## config.mk

```make
export PLATFORM = sky130hd
export DESIGN_NAME = startupSeq
export DESIGN_NICKNAME = d
export VERILOG_FILES = /design/src/rtl/startupPkg.sv /design/src/rtl/startupTimer.sv /design/src/rtl/startupCtrl.sv /design/src/rtl/startupSeq.sv
export SDC_FILE = /design/constraint.sdc
export NUM_CORES = 1
export LEC_CHECK = 0
export ABC_CLOCK_PERIOD_IN_PS = 2900
export BUFFER_PORTS_ARGS = -buffer_cell sky130_fd_sc_hd__buf_4
export CORE_ASPECT_RATIO = 2
export CORE_MARGIN = 5
export CORE_UTILIZATION = 59
export DETAILED_ROUTE_END_ITERATION = 6
export GPL_ROUTABILITY_DRIVEN = 0
export PLACE_DENSITY = 0.79
export REMOVE_ABC_BUFFERS = 1
export SLEW_MARGIN = 20
export SYNTH_ARGS = -nofsm -noshare
export SYNTH_HDL_FRONTEND = slang
export SYNTH_SLANG_ARGS = --single-unit
```

## constraint.sdc

```tcl
create_clock -name clk -period 2.9 [get_ports clk]
set_input_delay 0.145 -clock clk [delete_from_list [all_inputs] [get_ports clk]]
set_output_delay 0.145 -clock clk [all_outputs]
set_load 0.02 [all_outputs]
```

## src/rtl/startupPkg.sv

```systemverilog
package startupPkg;

  typedef enum logic [3:0] {
    S_IDLE,
    S_CHG_ON,
    S_CHG_OFF,
    S_BRK_ON,
    S_GAP_BRK,
    S_LOW_ON,
    S_GAP_LOW,
    S_UP_ON,
    S_GAP_UP,
    S_RELEASED,
    S_FAILED
  } seqState_t;

  // strobes from control to datapath
  typedef struct packed {
    logic tmrClear;
    logic cntLoad;
    logic cntInc;
  } ctrlStrobe_t;

  // status from datapath to control
  typedef struct packed {
    logic startEdge;
    logic pulseEnd;
    logic gapEnd;
    logic lastPulse;
    logic faultOn;
  } dpStatus_t;

endpackage

```

## src/rtl/startupTimer.sv

```systemverilog
module startupTimer
  import startupPkg::*;
#(
  parameter int PULSE_CYC   = 5000,
  parameter int DEAD_CYC    = 1000,
  parameter int CNT_MIN     = 10,
  parameter int CNT_MAX     = 500,
  parameter int CNT_W       = 10,
  parameter int SYNC_STAGES = 2
) (
  input  logic             clk,
  input  logic             rstN,
  input  logic             startReq,
  input  logic             faultN,
  input  logic [CNT_W-1:0] pulseCount,
  input  ctrlStrobe_t      strobe,
  output dpStatus_t        status
);

  localparam int TMR_MAX = (PULSE_CYC > DEAD_CYC) ? PULSE_CYC : DEAD_CYC;
  localparam int TMR_W   = $clog2(TMR_MAX + 1);
  localparam logic [CNT_W-1:0] CNT_LO = CNT_W'(CNT_MIN);
  localparam logic [CNT_W-1:0] CNT_HI = CNT_W'(CNT_MAX);

  logic [TMR_W-1:0] tmrQ;
  logic [CNT_W-1:0] targetQ;
  logic [CNT_W-1:0] issuedQ;
  logic             startPrev;
  logic             faultSync;

  // start edge detection
  always_ff @(posedge clk or negedge rstN) begin
    if (!rstN) startPrev <= 1'b0;
    else       startPrev <= startReq;
  end

  // fault synchronizer, depth chosen by parameter
  generate
    if (SYNC_STAGES == 0) begin : gNoSync
      assign faultSync = faultN;
    end else begin : gSync
      logic [SYNC_STAGES-1:0] syncQ;
      for (genvar g = 0; g < SYNC_STAGES; g++) begin : gStage
        if (g == 0) begin : gFirst
          always_ff @(posedge clk or negedge rstN) begin
            if (!rstN) syncQ[g] <= 1'b1;
            else       syncQ[g] <= faultN;
          end
        end else begin : gNext
          always_ff @(posedge clk or negedge rstN) begin
            if (!rstN) syncQ[g] <= 1'b1;
            else       syncQ[g] <= syncQ[g-1];
          end
        end
      end
      assign faultSync = syncQ[SYNC_STAGES-1];
    end
  endgenerate

  // shared interval timer
  always_ff @(posedge clk or negedge rstN) begin
    if (!rstN)                           tmrQ <= '0;
    else if (strobe.tmrClear)            tmrQ <= '0;
    else if (tmrQ != TMR_W'(TMR_MAX))    tmrQ <= tmrQ + 1'b1;
  end

  function automatic logic [CNT_W-1:0] clampCount(input logic [CNT_W-1:0] req);
    if (req < CNT_LO)      return CNT_LO;
    else if (req > CNT_HI) return CNT_HI;
    else                   return req;
  endfunction

  // charging pulse counter
  always_ff @(posedge clk or negedge rstN) begin
    if (!rstN) begin
      targetQ <= CNT_LO;
      issuedQ <= '0;
    end else if (strobe.cntLoad) begin
      targetQ <= clampCount(pulseCount);
      issuedQ <= '0;
    end else if (strobe.cntInc) begin
      issuedQ <= issuedQ + 1'b1;
    end
  end

  always_comb begin
    status.startEdge = startReq & ~startPrev;
    status.pulseEnd  = (tmrQ == TMR_W'(PULSE_CYC - 1));
    status.gapEnd    = (tmrQ == TMR_W'(DEAD_CYC - 1));
    status.lastPulse = (issuedQ == targetQ - 1'b1);
    status.faultOn   = ~faultSync;
  end

  a_r4_target_range: assert property (@(posedge clk) disable iff (!rstN)
    (targetQ >= CNT_LO) && (targetQ <= CNT_HI));

  a_r3_issued_below_target: assert property (@(posedge clk) disable iff (!rstN)
    issuedQ < targetQ);

endmodule

```

## src/rtl/startupCtrl.sv

```systemverilog
module startupCtrl
  import startupPkg::*;
#(
  parameter int DEAD_CYC = 1000
) (
  input  logic        clk,
  input  logic        rstN,
  input  dpStatus_t   status,
  output ctrlStrobe_t strobe,
  output logic        brkCmdN,
  output logic [2:0]  lowCmdN,
  output logic [2:0]  upCmdN,
  output logic        pwmRelease,
  output logic        errFlag
);

  seqState_t stQ, stNext;

  always_ff @(posedge clk or negedge rstN) begin
    if (!rstN) stQ <= S_IDLE;
    else       stQ <= stNext;
  end

  always_comb begin
    stNext = stQ;
    strobe = '0;
    unique case (stQ)
      S_IDLE, S_RELEASED, S_FAILED: begin
        if (status.startEdge) begin
          stNext          = S_CHG_ON;
          strobe.tmrClear = 1'b1;
          strobe.cntLoad  = 1'b1;
        end
      end
      S_CHG_ON: begin
        if (status.pulseEnd) begin
          stNext          = S_CHG_OFF;
          strobe.tmrClear = 1'b1;
        end
      end
      S_CHG_OFF: begin
        if (status.pulseEnd) begin
          strobe.tmrClear = 1'b1;
          if (status.lastPulse) begin
            stNext = S_BRK_ON;
          end else begin
            stNext        = S_CHG_ON;
            strobe.cntInc = 1'b1;
          end
        end
      end
      S_BRK_ON: begin
        if (status.pulseEnd) begin
          stNext          = S_GAP_BRK;
          strobe.tmrClear = 1'b1;
        end
      end
      S_GAP_BRK: begin
        if (status.gapEnd) begin
          stNext          = S_LOW_ON;
          strobe.tmrClear = 1'b1;
        end
      end
      S_LOW_ON: begin
        if (status.pulseEnd) begin
          stNext          = S_GAP_LOW;
          strobe.tmrClear = 1'b1;
        end
      end
      S_GAP_LOW: begin
        if (status.gapEnd) begin
          stNext          = S_UP_ON;
          strobe.tmrClear = 1'b1;
        end
      end
      S_UP_ON: begin
        if (status.pulseEnd) begin
          stNext          = S_GAP_UP;
          strobe.tmrClear = 1'b1;
        end
      end
      S_GAP_UP: begin
        if (status.gapEnd) begin
          stNext          = status.faultOn ? S_FAILED : S_RELEASED;
          strobe.tmrClear = 1'b1;
        end
      end
      default: begin
        stNext          = S_IDLE;
        strobe.tmrClear = 1'b1;
      end
    endcase
  end

  // command decode from the state register
  always_comb begin
    lowCmdN    = (stQ == S_CHG_ON || stQ == S_LOW_ON) ? 3'b000 : 3'b111;
    upCmdN     = (stQ == S_UP_ON) ? 3'b000 : 3'b111;
    brkCmdN    = (stQ != S_BRK_ON);
    pwmRelease = (stQ == S_RELEASED);
    errFlag    = (stQ == S_FAILED);
  end

  // cycles since any lower line was ON, saturating at DEAD_CYC
  localparam int GAP_W = $clog2(DEAD_CYC + 1);
  logic [GAP_W-1:0] sinceLowQ;
  always_ff @(posedge clk or negedge rstN) begin
    if (!rstN)                               sinceLowQ <= GAP_W'(DEAD_CYC);
    else if (lowCmdN != 3'b111)              sinceLowQ <= '0;
    else if (sinceLowQ != GAP_W'(DEAD_CYC))  sinceLowQ <= sinceLowQ + 1'b1;
  end

  a_r6_dead_gap: assert property (@(posedge clk) disable iff (!rstN)
    (upCmdN != 3'b111) |-> (sinceLowQ >= GAP_W'(DEAD_CYC)));

  a_r6_no_shoot_through: assert property (@(posedge clk) disable iff (!rstN)
    (~upCmdN & ~lowCmdN) == 3'b000);

  a_r5_one_group: assert property (@(posedge clk) disable iff (!rstN)
    $onehot0({~brkCmdN, lowCmdN != 3'b111, upCmdN != 3'b111}));

  a_r8_flags_exclusive: assert property (@(posedge clk) disable iff (!rstN)
    !(pwmRelease && errFlag));

  a_r8_release_holds: assert property (@(posedge clk) disable iff (!rstN)
    (pwmRelease && !status.startEdge) |=> pwmRelease);

  a_r9_error_holds: assert property (@(posedge clk) disable iff (!rstN)
    (errFlag && !status.startEdge) |=> errFlag);

  a_r10_restart_clears: assert property (@(posedge clk) disable iff (!rstN)
    ((pwmRelease || errFlag) && status.startEdge) |=> (!pwmRelease && !errFlag && lowCmdN == 3'b000));

endmodule

```

## src/rtl/startupSeq.sv

```systemverilog
module startupSeq
  import startupPkg::*;
#(
  parameter int PULSE_CYC   = 5000,
  parameter int DEAD_CYC    = 1000,
  parameter int CNT_MIN     = 10,
  parameter int CNT_MAX     = 500,
  parameter int CNT_W       = 10,
  parameter int SYNC_STAGES = 2
) (
  input  logic             clk,
  input  logic             rstN,
  input  logic             startReq,
  input  logic             faultN,
  input  logic [CNT_W-1:0] pulseCount,
  output logic             brkCmdN,
  output logic [2:0]       lowCmdN,
  output logic [2:0]       upCmdN,
  output logic             pwmRelease,
  output logic             errFlag
);

  ctrlStrobe_t strobe;
  dpStatus_t   status;

  startupTimer #(
    .PULSE_CYC  (PULSE_CYC),
    .DEAD_CYC   (DEAD_CYC),
    .CNT_MIN    (CNT_MIN),
    .CNT_MAX    (CNT_MAX),
    .CNT_W      (CNT_W),
    .SYNC_STAGES(SYNC_STAGES)
  ) uTimer (
    .clk       (clk),
    .rstN      (rstN),
    .startReq  (startReq),
    .faultN    (faultN),
    .pulseCount(pulseCount),
    .strobe    (strobe),
    .status    (status)
  );

  startupCtrl #(
    .DEAD_CYC(DEAD_CYC)
  ) uCtrl (
    .clk       (clk),
    .rstN      (rstN),
    .status    (status),
    .strobe    (strobe),
    .brkCmdN   (brkCmdN),
    .lowCmdN   (lowCmdN),
    .upCmdN    (upCmdN),
    .pwmRelease(pwmRelease),
    .errFlag   (errFlag)
  );

  a_r1_idle_after_reset: assert property (@(posedge clk) disable iff (!rstN)
    $past(!rstN) |-> (brkCmdN && lowCmdN == 3'b111 && upCmdN == 3'b111 && !pwmRelease && !errFlag));

endmodule

```

==> out/results.tsv <==
stage	metric	value	unit
run_status	status	finished clean	
cts	htreeDepth	2	
cts	path_clk_slew	0.08	ns
setup_path	cp_max_fo	21	
power_and_ir_drop	vdd_drop_max	0.000304	V
power_and_ir_drop	pwr-share-comb	0.039	
final_layout	area_growth	10.8	%
synth	synth_cell_types	53	
power_and_ir_drop	switching_share	0.219	
power_and_ir_drop	power.leakage	0.00117	µW
synth	syn-instance-count	282	
final_layout	final_nets	316	
floorplan	floorplan.initialDensity	0.608	
setup_path	cp.required	3.11	ns
synth	ys_ff_latch	40	
setup_path	cp-startpoint	uTimer.targetQ[1]$_DFFE_PN1P_	
sta	whs	0.118	ns
final_layout	drive_gt1_frac	0.140	
setup_path	reg2reg_to	uTimer.issuedQ[1]$_DFFE_PN0P_	
setup_path	timing.rr.start	uTimer.targetQ[1]$_DFFE_PN1P_	
setup_path	crit_chain	inv_1 > ha_1 > xnor2_1 > a2111oi_0 > o2111a_1 > o21ai_0 > a21oi_1	
sta	finalSetupViolCount	0	
cts	cts-resized-gates	0	
worst_hold_path	min_from	pulseCount[7]	
synth	syn_avg_cell_area	8.81	µm²
synth	ys_top_cells_by_area	dfrtp_1, nor2_1, a21oi_1, dfstp_2, xor2_1	
grt	grt_use_total	0.205	
worst_hold_path	min_path_type	in -> reg	
synth	yosysSeqAreaShare	0.405	
floorplan	die_width	55.9	µm
sta	fin_crit	2.49	ns
synth	yosys.area.top_type	dfrtp_1	
sta	fin_crit_sh	0.858	
grt	antenna_found_initial	0	
cts	tritoncts	yes	
place	dp_cells	340	
synth	synth_edf_count	0	
route	wirelength	5.41	mm
power_and_ir_drop	internal-power	747	µW
setup_path	cp_slowest_cell	o2111a_1	
floorplan	die-area	5690	µm²
cts	numCtsBuffers	5	
floorplan	core	4090	µm²
grt	grt_max_degree	41	
synth	synth_common_cells	dfrtp_1, nor2_1, a21oi_1	
route	antenna_left	0	
cts	clock_path_buffers	2	
sta	worst_slew_pin_slew	0.601	ns
sta	skew	0.0119	ns
route	vias	2114	
route	drcViolationCount	0	
grt	grt_overflow_total	0	
synth	ys_warn_count	0	
worst_hold_path	hold_depth	3	
final_layout	multi_input_area	1350	µm²
final_layout	antenna_cells	0	
job	maxCapViolCount	0	
final_layout	nFillCells	352	
route	dr.pass1.iters	4	
floorplan	ios	23	
setup_path	worstSetupPathType	reg -> reg	
setup_path	slowest_delay	0.63	ns
synth	synth_ff_type	dfrtp_1	
route	wl_per_cell	15.4	µm
floorplan	die_height	102	µm
synth	synth_most_common_cell	dfrtp_1	
power_and_ir_drop	power.switching	209	µW
worst_hold_path	min_to	uTimer.targetQ[7]$_DFFE_PN0P_	
route	viasPerCell	6.02	
sta	grt_setup_unrepaired	no	
route	first_iter_violations	45	
setup_path	worst-r2r-cell-count	7	
power_and_ir_drop	power_frac_seq	0.587	
sta	relSlewSlack	0.600	
setup_path	start_kind	flip-flop	
setup_path	cp.arrival	2.70	ns
synth	synthArstFlopShare	1.00	
grt	grt_pass1_wl	9.33	mm
synth	synth_top_area_share	0.363	
place	port_buffers	22	
synth	synth_area	2480	µm²
sta	finalSetupTns	0	ns
power_and_ir_drop	p_clk_frac	0.373	
place	dp_hpwl	3.97	mm
final_layout	seq_area	1010	µm²
cts	cts.sinks	40	
grt	grt_pass1_vias	2111	
sta	slew_viol_final	0	
power_and_ir_drop	powerDensity	348	nW/µm²
setup_path	crit_path_end_kind	flip-flop	
power_and_ir_drop	power	956	µW
sta	final-hold-violation-count	0	
floorplan	rows	33	
final_layout	fin_cells	351	
setup_path	r2r_setup_slack	0.41	ns
sta	max_freq	0.402	GHz
cts	root_buffer	clkbuf_8	
cts	worstSkewPairLatency	0.29	ns
registers in the layout, summed over array words and instances, names as in the netlist:
| register | cells |
|---|---|
| uTimer.tmrQ | 13 |
| uTimer.issuedQ | 10 |
| uTimer.targetQ | 10 |
| uCtrl.stQ | 4 |
| uTimer.faultSync | 1 |
| uTimer.gSync.syncQ | 1 |
| uTimer.startPrev | 1 |
power by group through the flow:
stage	combinational (µW)	sequential [µW]	clock [µW]
after floorplan	6.18	572	0
after global placement	34.9	572	0
after detailed placement	35.4	572	0
after CTS	38.8	562	369
after global routing	43.2	562	395
final	37.7	562	357
worst max-delay path by stage:
stage                                               end  slack [ns]
final                     uTimer.issuedQ[1]$_DFFE_PN0P_        0.41
after global routing      uTimer.issuedQ[1]$_DFFE_PN0P_        0.25
after CTS                 uTimer.issuedQ[1]$_DFFE_PN0P_        0.40
after global placement    uTimer.issuedQ[1]$_DFFE_PN0P_        0.45
after detailed placement  uTimer.issuedQ[1]$_DFFE_PN0P_        0.43
after floorplan                uCtrl.stQ[3]$_DFFE_PN0P_        0.16
logic make-up (layout without fill, tap and decap cells):
| kind of cell | count (synthesis) | after routing | synth area share |
|---|---|---|---|
| simple gates | 123 | 123 | 0.274 |
| compound gates | 61 | 61 | 0.157 |
| flops | 40 | 40 | 0.405 |
| buf+inv | 29 | 46 | 0.0539 |
| xor+xnor | 22 | 22 | 0.0776 |
| fa+ha+maj | 4 | 4 | 0.0202 |
| mux | 3 | 3 | 0.0131 |
metal layers:
layer	up-vias	global-route usage	wire (µm)
li1	1045	-	-
met4	0	0.0841	158
met1	1033	0.198	1960
met2	21	0.420	3210
met5	-	0	0
met3	15	0.0268	87
per-stage QoR:
| step | worst slack, ns | instance area, µm² | utilization |
|---|---|---|---|
| 3_5_place_dp | 0.430 | 2640 | 0.646 |
| 3_3_place_gp | 0.448 | 2640 | 0.646 |
| 5_1_grt | 0.249 | 2750 | 0.673 |
| 2_1_floorplan | 0.161 | 2390 | - |
| 6_report | 0.410 | 2750 | 0.673 |
| 4_1_cts | 0.404 | 2750 | 0.673 |
cell type report:
| type | count | area share |
|---|---|---|
| inverters | 11 | 0.0150 |
| flip-flops and latches | 40 | 0.366 |
| multi-input cells | 213 | 0.490 |
| clock buffers | 7 | 0.0277 |
| well taps | 52 | 0.0236 |
| clock inverters | 1 | 0.00182 |
| repair buffers | 27 | 0.0764 |
critical path: cells and delay by family, from the launching register on:
kind / cells / cell delay, ns
fa+ha+maj: 1 / 0.29
compound gates: 4 / 1.35
flops: 1 / 0.58
buf+inv: 1 / 0.05
xor+xnor: 1 / 0.13
timing repair:
action | in CTS | in global routing
hold buffers | 3 | 0
endpoints found under the hold margin | 38 | 0
setup buffers | 0 | 0
layout by cell type, fill, tap and decap left out, types with 11 or more instances in the layout:
cell type,instances
dfrtp_1,36
a21oi_1,21
nand3_1,11
nand2_1,20
nor2_1,32
inv_1,11
xor2_1,12
buf_4,24
(Power assumes the default switching activity.)
